### src/rtl/flash_seq_pkg.sv
package flash_seq_pkg;
  typedef enum logic [2:0] {
    ST_IDLE, ST_UNL1, ST_CMD, ST_PROG, ST_ER0, ST_ER1, ST_ERF, ST_BEXIT
  } seq_state_t;

  localparam logic [7:0] CODE_UNL0   = 8'hAA;
  localparam logic [7:0] CODE_UNL1   = 8'h55;
  localparam logic [7:0] CODE_PROG   = 8'hA0;
  localparam logic [7:0] CODE_ERASE  = 8'h80;
  localparam logic [7:0] CODE_BYP    = 8'h20;
  localparam logic [7:0] CODE_CHIP   = 8'h10;
  localparam logic [7:0] CODE_SECT   = 8'h30;
  localparam logic [7:0] CODE_QUERY  = 8'h98;
  localparam logic [7:0] CODE_RESET  = 8'hF0;
  localparam logic [7:0] CODE_BEXIT  = 8'h90;
  localparam logic [7:0] CODE_BEXIT2 = 8'h00;
  localparam logic [7:0] CODE_READ   = 8'h00;

  localparam int OP_PROG = 0;
  localparam int OP_SECT = 1;
  localparam int OP_CHIP = 2;
  localparam int OP_N    = 3;
endpackage

### src/rtl/flash_seq_match.sv
module flash_seq_match #(
  parameter int ADDR_W = 16,
  parameter int DATA_W = 8
) (
  input  logic [ADDR_W-1:0] offset,
  input  logic [DATA_W-1:0] data,
  input  logic [ADDR_W-1:0] off0,
  input  logic [ADDR_W-1:0] off1,
  output logic              at_off0,
  output logic              hit0,
  output logic              hit1
);
  import flash_seq_pkg::*;
  logic at_off1;
  always_comb begin
    at_off0 = (offset == off0);
    at_off1 = (offset == off1);
    hit0    = at_off0 && (data == CODE_UNL0);
    hit1    = at_off1 && (data == CODE_UNL1);
  end
endmodule

### src/rtl/flash_seq_fsm.sv
module flash_seq_fsm #(
  parameter int DATA_W = 8
) (
  input  logic                          clk,
  input  logic                          rst,
  input  logic                          wr_en,
  input  logic [DATA_W-1:0]             data,
  input  logic                          at_off0,
  input  logic                          hit0,
  input  logic                          hit1,
  output logic [DATA_W-1:0]             cmd,
  output logic                          query,
  output logic                          bypass,
  output logic [flash_seq_pkg::OP_N-1:0] req
);
  import flash_seq_pkg::*;

  seq_state_t        st, st_n;
  logic [DATA_W-1:0] cmd_n;
  logic              q_n, byp_n;

  always_comb begin
    st_n  = st;
    cmd_n = cmd;
    q_n   = query;
    byp_n = bypass;
    req   = '0;
    if (wr_en) begin
      if (data == CODE_RESET) begin
        st_n  = ST_IDLE;
        cmd_n = CODE_READ;
        q_n   = 1'b0;
      end else if (!query) begin
        st_n  = ST_IDLE;
        cmd_n = CODE_READ;
        unique case (st)
          ST_IDLE: begin
            if (data == CODE_QUERY) begin
              q_n   = 1'b1;
              cmd_n = CODE_QUERY;
            end else if (bypass) begin
              if (data == CODE_PROG) begin
                st_n  = ST_PROG;
                cmd_n = CODE_PROG;
              end else if (data == CODE_BEXIT) begin
                st_n  = ST_BEXIT;
                cmd_n = CODE_BEXIT;
              end
            end else if (hit0) begin
              st_n = ST_UNL1;
            end
          end
          ST_UNL1: if (hit1) st_n = ST_CMD;
          ST_CMD: begin
            if (at_off0) begin
              if (data == CODE_PROG) begin
                st_n  = ST_PROG;
                cmd_n = CODE_PROG;
              end else if (data == CODE_ERASE) begin
                st_n  = ST_ER0;
                cmd_n = CODE_ERASE;
              end else if (data == CODE_BYP) begin
                byp_n = 1'b1;
              end
            end
          end
          ST_PROG: req[OP_PROG] = 1'b1;
          ST_ER0: if (hit0) begin
            st_n  = ST_ER1;
            cmd_n = cmd;
          end
          ST_ER1: if (hit1) begin
            st_n  = ST_ERF;
            cmd_n = cmd;
          end
          ST_ERF: begin
            if (data == CODE_SECT) req[OP_SECT] = 1'b1;
            else if (data == CODE_CHIP && at_off0) req[OP_CHIP] = 1'b1;
          end
          ST_BEXIT: if (data == CODE_BEXIT2) byp_n = 1'b0;
          default: st_n = ST_IDLE;
        endcase
      end
    end
  end

  always_ff @(posedge clk) begin
    if (rst) begin
      st     <= ST_IDLE;
      cmd    <= CODE_READ;
      query  <= 1'b0;
      bypass <= 1'b0;
    end else begin
      st     <= st_n;
      cmd    <= cmd_n;
      query  <= q_n;
      bypass <= byp_n;
    end
  end

  // reset command always lands in idle read-array with query cleared
  assert_reset_cmd_R9: assert property (@(posedge clk) disable iff (rst)
    (wr_en && data == CODE_RESET) |=> (st == ST_IDLE && !query && cmd == CODE_READ));

  // query mode only entered by the query code
  assert_query_entry_R8: assert property (@(posedge clk) disable iff (rst)
    $rose(query) |-> ($past(wr_en) && $past(data) == CODE_QUERY));

  // other writes ignored while in query mode
  assert_query_hold_R8: assert property (@(posedge clk) disable iff (rst)
    (query && wr_en && data != CODE_RESET) |=> (query && $stable(cmd)));

  // bypass leaves only after the exit prefix
  assert_bypass_exit_R10: assert property (@(posedge clk) disable iff (rst)
    $fell(bypass) |-> ($past(st) == ST_BEXIT && $past(data) == CODE_BEXIT2));
endmodule

### src/rtl/flash_seq_issue.sv
module flash_seq_issue #(
  parameter int ADDR_W = 16,
  parameter int DATA_W = 8
) (
  input  logic                          clk,
  input  logic                          rst,
  input  logic [flash_seq_pkg::OP_N-1:0] req,
  input  logic [ADDR_W-1:0]             offset,
  input  logic [DATA_W-1:0]             data,
  input  logic [ADDR_W-1:0]             off0,
  output logic [flash_seq_pkg::OP_N-1:0] pulse,
  output logic [ADDR_W-1:0]             op_offset,
  output logic [DATA_W-1:0]             op_data
);
  import flash_seq_pkg::*;

  for (genvar g = 0; g < OP_N; g++) begin : g_pulse
    always_ff @(posedge clk) begin
      if (rst) pulse[g] <= 1'b0;
      else     pulse[g] <= req[g];
    end
  end

  always_ff @(posedge clk) begin
    if (rst) begin
      op_offset <= '0;
      op_data   <= '0;
    end else if (|req) begin
      op_offset <= offset;
      op_data   <= data;
    end
  end

  assert_pulse_onehot_R12: assert property (@(posedge clk) disable iff (rst)
    $onehot0(pulse));

  assert_pulse_single_R12: assert property (@(posedge clk) disable iff (rst)
    (|pulse) |=> !(|pulse));

  // chip erase only at the first unlock offset
  assert_chip_offset_R7: assert property (@(posedge clk) disable iff (rst)
    pulse[OP_CHIP] |-> ($past(offset) == $past(off0) && $past(data) == CODE_CHIP));

  // program pulse carries the completing write
  assert_prog_payload_R5: assert property (@(posedge clk) disable iff (rst)
    pulse[OP_PROG] |-> (op_offset == $past(offset) && op_data == $past(data)));
endmodule

### src/rtl/flash_cmd_seq.sv
module flash_cmd_seq #(
  parameter int ADDR_W = 16,
  parameter int DATA_W = 8
) (
  input  logic              clk,
  input  logic              rst,
  input  logic              wr_en,
  input  logic [ADDR_W-1:0] wr_offset,
  input  logic [DATA_W-1:0] wr_data,
  input  logic [ADDR_W-1:0] unlock_off0,
  input  logic [ADDR_W-1:0] unlock_off1,
  output logic [DATA_W-1:0] cur_cmd,
  output logic              query_mode,
  output logic              bypass_mode,
  output logic              prog_pulse,
  output logic              sect_erase_pulse,
  output logic              chip_erase_pulse,
  output logic [ADDR_W-1:0] op_offset,
  output logic [DATA_W-1:0] op_data
);
  import flash_seq_pkg::*;

  logic            at_off0, hit0, hit1;
  logic [OP_N-1:0] req, pulse;

  flash_seq_match #(.ADDR_W(ADDR_W), .DATA_W(DATA_W)) u_match (
    .offset(wr_offset), .data(wr_data), .off0(unlock_off0), .off1(unlock_off1),
    .at_off0(at_off0), .hit0(hit0), .hit1(hit1));

  flash_seq_fsm #(.DATA_W(DATA_W)) u_fsm (
    .clk(clk), .rst(rst), .wr_en(wr_en), .data(wr_data),
    .at_off0(at_off0), .hit0(hit0), .hit1(hit1),
    .cmd(cur_cmd), .query(query_mode), .bypass(bypass_mode), .req(req));

  flash_seq_issue #(.ADDR_W(ADDR_W), .DATA_W(DATA_W)) u_issue (
    .clk(clk), .rst(rst), .req(req), .offset(wr_offset), .data(wr_data),
    .off0(unlock_off0), .pulse(pulse), .op_offset(op_offset), .op_data(op_data));

  assign prog_pulse       = pulse[OP_PROG];
  assign sect_erase_pulse = pulse[OP_SECT];
  assign chip_erase_pulse = pulse[OP_CHIP];
endmodule

### config.mk
export PLATFORM = sky130hd
export DESIGN_NAME = flash_cmd_seq
export DESIGN_NICKNAME = d
export VERILOG_FILES = /design/src/rtl/flash_seq_pkg.sv /design/src/rtl/flash_seq_match.sv /design/src/rtl/flash_seq_fsm.sv /design/src/rtl/flash_seq_issue.sv /design/src/rtl/flash_cmd_seq.sv
export SDC_FILE = /design/constraint.sdc
export NUM_CORES = 1
export LEC_CHECK = 0
export CAP_MARGIN = 10
export CORE_MARGIN = 2
export CORE_UTILIZATION = 57
export DETAILED_ROUTE_END_ITERATION = 10
export DONT_BUFFER_PORTS = 1
export PLACE_DENSITY = 0.75
export RECOVER_POWER = 50
export SLEW_MARGIN = 20
export SYNTH_ARGS = -nofsm -noshare
export SYNTH_HDL_FRONTEND = slang
export SYNTH_SLANG_ARGS = --single-unit
### constraint.sdc
create_clock -name clk -period 2.23 [get_ports clk]
set_clock_uncertainty 0.2 [all_clocks]
set_input_delay 0.223 -clock clk [delete_from_list [all_inputs] [get_ports clk]]
set_output_delay 0.223 -clock clk [all_outputs]
set_load 0.01 [all_outputs]
==> results.md <==
* CTS H-tree depth at 2
* Clock transition at path regs at 0.11 ns
* Drc violations at 0
* Via count at approximately 1.9k
* Antenna violations before repair at 0
* Worst skew pair latency at 0.35 ns
* Final setup viols at 0
* DR pass1 iterations at 5
* # rows at 21
* Antenna diodes at 0
* Port Buffer Count at 0
* Root Buffer: clkbuf_4
* First-pass GRT wire length at a little under 9 mm
* Post-Route WL at about 5.8 mm
* Ranking of synthesized cells by area: dfxtp_1, xor2_1, mux2i_1, nor2_1, nor4_1
* Number of enable flip-flop cells after synthesis at 0
* GRT overflow at 0
* Dpl hpwl at 3.66 mm
* Sequential area share after synthesis at 0.347
* Logic pwr share at 0.126
* CTS sink count at 36
* CP Max Fanout at 4
* Tot Pwr at ~1.2 mW
* Yosys cell types at 44
* Fin Hold WS at 0.0160 ns
* CTS buffer count at 5
* Area grow syn2layout at 26.1%
* Tot GR Track Use at 0.280
* Share of layout cells above drive strength 1 at 0.148
* Detailed Route Iter0 Violations at ~110
* # IOs at between 90 and 100
* P_int at 0.900 mW
* Die Wd at 64.4 microns
* Startpoint Class: flip-flop
* CTS max path bufs at 2
* Seq pwr share at 0.540
* Final nets at 329
* Worst setup EP type: flip-flop
* Synth Area per Inst at 9.08 sq um
* RSZ-0062 raised after global routing: yes
* Hold crit path type: input pin to flip-flop
* Power per cell area at 454 nW/um^2
* Status: completed
* Switching Share at 0.244
* Critical path type: flip-flop to flip-flop
* Synth Cell Area at between 2000 and 2500 sq um
* Number of global-route vias before repair at 1860
* Async set-reset flop share out of synthesis at 0
* Final ANT Viol Nets at 0
* P_sw at 0.291 mW
* Cells after Synth at 229
* CTS tree: done
* Max_cap viols at 0
* Via density at slightly below 6
* Rel. slew slack at 0.663
* Post-synth top area cell: dfxtp_1
* Worst-case reg-to-reg path depth at 7
* Minimum clock period at ~2.2 ns
* Die Ht at 64.4 microns
* Starting density of the core at 0.609
* Max-slew violations at 0
* Required @ worst endpoint at 2.28 ns
* Die Area at 4150 sq um
* P_leak at 0.937 nW
* Peak supply drop at 379 uV
* Crit path arrival time at roughly 2.3 ns
* Share of the synthesized area in the top cell type at 0.347
* Final Hold Vio Count at 0
* Synthesis warning total at 0
* Ys flop type: dfxtp_1
* Worst Hold Path Cells at 4
* Highest Clock Rate at around 0.45 GHz
* Clock share of power at 0.335
* Largest net degree at the start of global routing at 37
* CORE AREA at 3420 sq um
* Placer congestion estimate at ~0.97
* Synth Register Bits at 36
* Routed length per instance at 18.3 microns
* Period Utilization, post-route at 0.998
* Tightest Pin Transition at 0.504 ns
## routing by layer
| metal | vias to the layer above | global-route usage | share of wire |
|---|---|---|---|
| met3 | 10 | 0.0933 | 0.11 |
| met2 | 116 | 0.440 | 0.47 |
| met4 | 0 | 0.0957 | 0.014 |
| met1 | 866 | 0.360 | 0.41 |
| met5 | - | 0 | 0 |
| li1 | 888 | - | - |
## cell families after synthesis
family / after synthesis / synth area share
AND/OR/NAND/NOR: 89 / 0.235
flip-flops: 36 / 0.347
XOR/XNOR: 32 / 0.135
AO/OA/AOI/OAI: 26 / 0.0987
multiplexers: 26 / 0.125
buffers and inverters: 19 / 0.0578
other: 1 / 0.00180
## final cells by class
cell class                      count  area, sq um
Tap cell                           46         57.6
Sequential cell                    36          722
Clock buffer                        7         65.1
Multi-Input combinational cell    177         1290
Timing Repair Buffer               44          462
Inverter                            6         22.5
Fill cell                         245          793
## synth_stat cells, types with 2 or more instances
cell type  count
nand2b_1       3
xor2_1        32
o211ai_1       2
or3_1          4
buf_4          4
nand2_1       11
inv_1          6
nor2_1        34
buf_12         2
nor3_1         7
a211oi_1       5
clkbuf_1       6
nand3_1        5
mux2i_1       26
nor4_1         8
or2_2          2
a31oi_1        2
a21oi_1        2
a32oi_1        2
o21ai_0        2
nand4_1        3
dfxtp_1       36
o21ai_1        3
nor4_2         2
## placed cells by master, fill, tap and decap left out, types with 3 or more instances in the layout
cell	n
or3_1	4
buf_4	12
dfxtp_1	35
nor4_1	8
o21ai_1	3
nor3_1	7
inv_1	6
dlygate4sd3_1	27
nand3_1	5
mux2i_1	25
nand4_1	3
clkbuf_4	5
nor2_1	34
xor2_1	32
a211oi_1	5
nand2_1	11
conb_1	4
## power groups by stage
stage	registers [mW]	clock network [mW]	logic (mW)
after floorplan	0.658	0	0.0826
after global placement	0.658	0	0.0855
after detailed placement	0.658	0	0.0857
after CTS	0.643	0.401	0.141
after global routing	0.643	0.430	0.165
final	0.643	0.399	0.150
## critical path, cell delays in order, from the launching register on
cell,delay [ns]
dfxtp_2,0.34
or3b_4,0.38
nor4_4,0.21
nand4b_4,0.16
o21ai_4,0.34
clkbuf_16,0.22
mux2i_1,0.21
nor2_1,0.06
## metrics by stage
stage / setup WS, ns / setup TNS, ns / util / cell area (sq um) / cells
finish: 0.00479 / 0 / 0.768 / 2620 / 316
global route: -0.0531 / -0.386 / 0.768 / 2620 / 316
CTS: 0.0281 / 0 / 0.732 / 2500 / 311
detailed placement: 0.0562 / 0 / 0.630 / 2150 / 277
global placement: 0.0825 / 0 / 0.630 / 2150 / 277
floorplan: 0.0918 / 0 / - / 2090 / 232
## worst paths after layout
check | startpoint | endpoint | slack, ns
setup / recovery | u_fsm.st[1] | u_issue.op_data[0] | 0.005
hold / removal | wr_data[1] | u_fsm.cmd[3] | 0.02
setup reg to reg | u_fsm.st[1] | u_issue.op_data[0] | 0.005
hold reg to reg | u_fsm.cmd[5] | u_fsm.cmd[5] | 0.34
## flip-flops by register name, summed over array words and instances (netlist names)
signal / flops
u_fsm.bypass: 1
u_fsm.cmd: 4
u_fsm.query: 1
u_fsm.st: 3
u_issue.op_data: 8
u_issue.op_offset: 16
u_issue.pulse: 3
## what timing repair did
item / in CTS / in global routing
resized for setup: 0 / 10
setup buffers: 0 / 2
hold buffers: 27 / 1
hold endpoints to repair: 36 / 2
endpoints found under the setup margin: 0 / 23
Power figures use the tool's default switching activity.
